[config.mk]
export PLATFORM = sky130hd
export DESIGN_NAME = scalar_fpmin_unit
export DESIGN_NICKNAME = d
export VERILOG_FILES = /design/src/rtl/fpmin_pkg.sv /design/src/rtl/fp_classify.sv /design/src/rtl/fp_lt_compare.sv /design/src/rtl/fp_min_pick.sv /design/src/rtl/scalar_fpmin_unit.sv
export SDC_FILE = /design/constraint.sdc
export NUM_CORES = 1
export LEC_CHECK = 0
export BUFFER_PORTS_ARGS = -buffer_cell sky130_fd_sc_hd__buf_2
export CAP_MARGIN = 20
export CORE_AREA = 4 4 176 178
export DETAILED_ROUTE_END_ITERATION = 6
export DIE_AREA = 0 0 180 182
export GPL_ROUTABILITY_DRIVEN = 0
export PLACE_DENSITY = 0.62
export SYNTH_ARGS = -nofsm -noshare
export SYNTH_HDL_FRONTEND = slang
export SYNTH_SLANG_ARGS = --single-unit
[constraint.sdc]
create_clock -name clk -period 3.63 [get_ports clk]
set_clock_uncertainty 0.1 [all_clocks]
set_input_delay 0.726 -clock clk [delete_from_list [all_inputs] [get_ports clk]]
set_output_delay 0.726 -clock clk [all_outputs]
set_load 0.02 [all_outputs]
[src/rtl/fpmin_pkg.sv]
package fpmin_pkg;
  localparam int unsigned DP_EXP_W  = 11;
  localparam int unsigned DP_FRAC_W = 52;

  typedef struct packed {
    logic nan;
    logic snan;
    logic zero;
    logic sub;
  } fp_class_t;
endpackage

[src/rtl/fp_classify.sv]
module fp_classify
  import fpmin_pkg::*;
#(
  parameter int unsigned EXP_W  = DP_EXP_W,
  parameter int unsigned FRAC_W = DP_FRAC_W,
  localparam int unsigned W     = 1 + EXP_W + FRAC_W
) (
  input  logic [W-1:0] val,
  output fp_class_t    cls
);
  logic [EXP_W-1:0]  expo;
  logic [FRAC_W-1:0] frac;
  logic              exp_max, exp_min, frac_nz;

  always_comb begin
    expo     = val[W-2:FRAC_W];
    frac     = val[FRAC_W-1:0];
    exp_max  = &expo;
    exp_min  = ~|expo;
    frac_nz  = |frac;
    cls.nan  = exp_max & frac_nz;
    cls.snan = exp_max & frac_nz & ~frac[FRAC_W-1];
    cls.zero = exp_min & ~frac_nz;
    cls.sub  = exp_min & frac_nz;
  end
endmodule

[src/rtl/fp_lt_compare.sv]
module fp_lt_compare #(
  parameter int unsigned W = 64
) (
  input  logic [W-1:0] a,
  input  logic [W-1:0] b,
  output logic         a_lt_b
);
  logic [W-2:0] mag_a, mag_b;

  always_comb begin
    mag_a = a[W-2:0];
    mag_b = b[W-2:0];
    unique case ({a[W-1], b[W-1]})
      2'b00:   a_lt_b = (mag_a < mag_b);
      2'b11:   a_lt_b = (mag_a > mag_b);
      2'b10:   a_lt_b = 1'b1;
      default: a_lt_b = 1'b0;
    endcase
  end
endmodule

[src/rtl/fp_min_pick.sv]
module fp_min_pick
  import fpmin_pkg::*;
#(
  parameter int unsigned W = 64
) (
  input  logic [W-1:0] a,
  input  logic [W-1:0] b,
  input  fp_class_t    cls_a,
  input  fp_class_t    cls_b,
  input  logic         a_lt_b,
  output logic [W-1:0] min_val,
  output logic         any_nan,
  output logic         any_sub
);
  logic take_b;

  always_comb begin
    any_nan = cls_a.nan | cls_b.nan;
    any_sub = cls_a.sub | cls_b.sub;
    take_b  = any_nan | (cls_a.zero & cls_b.zero) | ~a_lt_b;
    min_val = take_b ? b : a;
  end
endmodule

[src/rtl/scalar_fpmin_unit.sv]
module scalar_fpmin_unit
  import fpmin_pkg::*;
#(
  parameter int unsigned VEC_W  = 128,
  parameter int unsigned LANE_W = 64,
  parameter int unsigned EXP_W  = DP_EXP_W,
  localparam int unsigned FRAC_W = LANE_W - 1 - EXP_W,
  localparam int unsigned N_OPS  = 2
) (
  input  logic              clk,
  input  logic              rst,
  input  logic              in_valid,
  input  logic [VEC_W-1:0]  src_a,
  input  logic [VEC_W-1:0]  src_b,
  input  logic              mask_en,
  input  logic              mask_bit,
  input  logic              zero_mode,
  input  logic [LANE_W-1:0] prev_low,
  output logic              out_valid,
  output logic [VEC_W-1:0]  result,
  output logic              flag_invalid,
  output logic              flag_denormal
);
  logic [LANE_W-1:0] lane [N_OPS];
  fp_class_t         cls  [N_OPS];
  logic              a_lt_b, any_nan, any_sub, lane_active;
  logic [LANE_W-1:0] min_val, low_next;

  assign lane[0] = src_a[LANE_W-1:0];
  assign lane[1] = src_b[LANE_W-1:0];

  for (genvar i = 0; i < N_OPS; i++) begin : g_cls
    fp_classify #(.EXP_W(EXP_W), .FRAC_W(FRAC_W)) u_cls (
      .val(lane[i]),
      .cls(cls[i])
    );
  end

  fp_lt_compare #(.W(LANE_W)) u_cmp (
    .a(lane[0]), .b(lane[1]), .a_lt_b(a_lt_b)
  );

  fp_min_pick #(.W(LANE_W)) u_pick (
    .a(lane[0]), .b(lane[1]), .cls_a(cls[0]), .cls_b(cls[1]),
    .a_lt_b(a_lt_b), .min_val(min_val), .any_nan(any_nan), .any_sub(any_sub)
  );

  always_comb begin
    lane_active = ~mask_en | mask_bit;
    if (lane_active)    low_next = min_val;
    else if (zero_mode) low_next = '0;
    else                low_next = prev_low;
  end

  always_ff @(posedge clk) begin
    if (rst) begin
      out_valid     <= 1'b0;
      result        <= '0;
      flag_invalid  <= 1'b0;
      flag_denormal <= 1'b0;
    end else begin
      out_valid <= in_valid;
      if (in_valid) begin
        result[VEC_W-1:LANE_W] <= src_a[VEC_W-1:LANE_W];
        result[LANE_W-1:0]     <= low_next;
        flag_invalid           <= lane_active & any_nan;
        flag_denormal          <= lane_active & any_sub;
      end
    end
  end

  // Assertions, each tagged with the requirement it guards
  assert_upper_pass_R4: assert property (@(posedge clk) disable iff (rst)
    in_valid |=> result[VEC_W-1:LANE_W] == $past(src_a[VEC_W-1:LANE_W]));

  assert_valid_follow_R10: assert property (@(posedge clk) disable iff (rst)
    in_valid |=> out_valid);

  assert_hold_R10: assert property (@(posedge clk) disable iff (rst)
    !in_valid |=> (!out_valid && $stable(result)));

  assert_merge_keep_R5: assert property (@(posedge clk) disable iff (rst)
    (in_valid && mask_en && !mask_bit && !zero_mode) |=>
      result[LANE_W-1:0] == $past(prev_low));

  assert_zeroing_R6: assert property (@(posedge clk) disable iff (rst)
    (in_valid && mask_en && !mask_bit && zero_mode) |=>
      (result[LANE_W-1:0] == '0 && !flag_invalid && !flag_denormal));

  assert_pick_operand_R7: assert property (@(posedge clk) disable iff (rst)
    (in_valid && (!mask_en || mask_bit)) |=>
      (result[LANE_W-1:0] == $past(src_a[LANE_W-1:0]) ||
       result[LANE_W-1:0] == $past(src_b[LANE_W-1:0])));

  assert_nan_second_R2: assert property (@(posedge clk) disable iff (rst)
    (in_valid && (!mask_en || mask_bit) && (cls[0].nan || cls[1].nan)) |=>
      (result[LANE_W-1:0] == $past(src_b[LANE_W-1:0]) && flag_invalid));
endmodule

==> reports/metrics.csv <==
metric;value;unit
final_hold_viol_count;0;
synth.avg_cell_area;8.761;um2
critical_path.max_fanout;15;
postCtsResizedCells;0;
synthesis.nets;1316;
whs;370.3;ps
synthesis_warnings;0;
worst_slew_pin_slew;757.7;ps
design_area;0.01159;mm2
core_region_area;0.02940;mm2
report.final.slew_viol_count;0;
clk_pin_slew_worst_paths;70;ps
overall_via_count_from_detail_route;8726;
route.antenna.remaining_nets;0;
drive_above_1_share;41.12;%
power.switching;0.001474;W
end_kind;flop;
yosys_most_used_dff;dfxtp_1;
cts_hold_repair.buffers;0;
drt-initial-drc-count;528;
areaGrowthSynthToFinish;42.77;%
grt_max_degree;127;
synthesis.area;0.008122;mm2
required_time_at_the_worst_slack_endpoint;3810;ps
grt_use_total;19.65;%
timing.final.crit_share;91.62;%
fp.dieW;180;um
period_minus_slack;3326;ps
cts_tree;done;
dp_hpwl;26570;um
netlist_instances;927;
portBuffers;392;
combPwrFrac;24.9;%
cts.root.buffer_cell;clkbuf_16;
number_of_antenna_violations_at_the_first_check_in_global_routing;8;
async_flop_share;0;%
detailed_place.area;0.01098;mm2
maxClockFrequency;300.7;MHz
slew_headroom;49.48;%
max_cap_violations;0;
post_cts_setup_buffer_count;0;
critical_path_class;input pin to flop;
peak_supply_drop;0.2339;mV
yosys_register_bits;131;
drt-vias-per-instance;4.966;
critical_path_arrival;3510;ps
share_clk_of_total_power;40.0;%
initial_utilization;27.62;%
layoutNonFillerInstCount;1757;
numCtsBuffers;17;
globalRoute.totalOverflow;0;
num_io_pins;457;
number_of_cells_after_detailed_placement;1720;
post_drt_wl_per_cell;19.11;um
cell_internal_pwr;0.003085;W
switching_share;32.34;%
cts_htree_levels;4;
powerDensity;393.3;mW/mm2
outcome;finished clean;
sequential_to_total_area_share_from_yosys_stat;32.29;%
route.detailed.drc;0;
clk_latency;410;ps
first_pass_iters;5;
floorplan.die_area;0.03276;mm2
synth_cell_type_count;45;
hold_crit_path_type;flop to flop;
synth-edff-count;0;
seqPwrFrac;35.1;%
clk_path_buf_depth;2;
setup_violations;0;
via_count_of_the_first_global_routing_pass;8729;
grt_pass1_wl;50580;um
critical_path.startpoint_type;input pin;
cts.sink_count;131;
final_core_utilization;39.44;%
fin_setup_tns;0;ps
cellLeakagePower;5.599;nW
core.rowCount;63;
route.final.wire_length;33570;um
fp.dieH;182;um
layout.nets;1738;
rsz0062_at_grt;false;
==> power by group through the flow <==
| stage | registers, W | clock network, W | logic, W |
|---|---|---|---|
| final | 0.00160 | 0.00183 | 0.00113 |
| after global routing | 0.00161 | 0.00193 | 0.00124 |
| after CTS | 0.00160 | 0.00187 | 0.00114 |
| after detailed placement | 0.00163 | 0 | 0.00114 |
| after global placement | 0.00163 | 0 | 0.00113 |
| after floorplan | 0.00176 | 0 | 0.000483 |
==> worst max-delay path, stage by stage <==
cell      delay (ps)
buf_2            110
inv_1             50
ha_1             290
nand4_1           90
nor3_1           240
buf_4            160
nand3_1          110
or4_1            580
o21bai_4         240
a211oi_4         310
buf_12           200
buf_12           140
nand4b_1         140
o221ai_2         110
==> registers in the layout (all words and copies together) (netlist names) <==
register / count
flag_invalid: 1
result: 128
out_valid: 1
flag_denormal: 1
==> cells by family after synthesis <==
group	count (synthesis)	synth area share (%)
AND/OR/NAND/NOR	353	24.23
AO/OA/AOI/OAI	184	19.07
buffers and inverters	132	6.809
flip-flops	131	32.29
multiplexers	64	7.888
adder cells (fa/ha/maj)	63	9.706
==> per-stage QoR <==
stage / power, W / worst slack [ps]
2_1_floorplan: 0.002242 / 419.4
3_3_place_gp: 0.002759 / -186.2
3_5_place_dp: 0.002773 / -185.9
4_1_cts: 0.004619 / 259.2
5_1_grt: 0.004783 / 98.19
6_report: 0.004560 / 304.3
==> final timing paths <==
| check | start | to | slack, ps | cells past startpoint |
|---|---|---|---|---|
| setup reg to reg | result[9] | result[9] | 2610 | 3 |
| hold reg to reg | flag_denormal | flag_denormal | 370 | 2 |
| hold / removal | flag_denormal | flag_denormal | 370 | 2 |
| setup / recovery | src_b[62] | result[17] | 300 | 14 |
==> routing by layer <==
layer	global-route usage [%]	up-vias	routed length, um
met1	24.78	4052	14430
met5	0	-	43
li1	-	4270	-
met4	6.218	6	656
met2	33.23	361	16140
met3	4.728	37	2297
==> cells in the mapped netlist (2+ instances only) <==
cell | instances | area, um2
o211ai_1 | 5 | 37.54
nand4_1 | 22 | 137.6
mux2i_1 | 64 | 640.6
o221ai_2 | 32 | 480.5
o21ai_0 | 10 | 50.05
a21o_1 | 3 | 22.52
nand4b_1 | 62 | 543.0
inv_1 | 66 | 247.7
a21oi_1 | 69 | 345.3
nor3b_1 | 2 | 15.01
o211ai_2 | 18 | 225.2
and4_1 | 2 | 17.52
nand2b_1 | 6 | 37.54
nor4_1 | 33 | 206.5
ha_1 | 63 | 788.3
nand2_1 | 82 | 307.8
buf_1 | 3 | 11.26
nor2_1 | 75 | 281.5
nor3_1 | 6 | 30.03
dfxtp_1 | 131 | 2623
buf_6 | 6 | 67.56
a211oi_1 | 2 | 15.01
clkbuf_1 | 49 | 183.9
buf_2 | 7 | 35.03
nor2b_1 | 42 | 262.8
o22ai_1 | 3 | 18.77
nand3_1 | 13 | 65.06
a221oi_1 | 4 | 35.03
o221ai_1 | 10 | 87.58
a22oi_1 | 22 | 165.2
==> area by class of cell <==
type / count / area [um2]
clock inverters: 13 / 151.4
multi-input cells: 664 / 4971
diodes: 5 / 12.51
clock buffers: 19 / 452.9
repair buffers: 469 / 2649
flip-flops and latches: 131 / 2623
fillers: 2981 / 17810
inverters: 66 / 247.7
well taps: 390 / 488.0
==> layout by cell type (no fill, tap or decap), drive strengths merged, types with 4 or more instances in the layout <==
| master | Yosys | final |
|---|---|---|
| nor2b | 42 | 42 |
| nand3 | 13 | 13 |
| inv | 66 | 69 |
| nand4b | 62 | 62 |
| dfxtp | 131 | 131 |
| nand2 | 82 | 82 |
| buf | 17 | 469 |
| o221ai | 42 | 42 |
| nor2 | 76 | 76 |
| a22oi | 22 | 22 |
| nor3 | 6 | 6 |
| clkbuf | 49 | 19 |
| a21oi | 69 | 69 |
| clkinv | 0 | 6 |
| o211ai | 23 | 23 |
| diode | 0 | 5 |
| nand4 | 22 | 22 |
| o21ai | 10 | 10 |
| mux2i | 64 | 64 |
| ha | 63 | 63 |
| nor4 | 34 | 34 |
| nand2b | 6 | 6 |
| a221oi | 4 | 4 |
(Power assumes the default switching activity.)
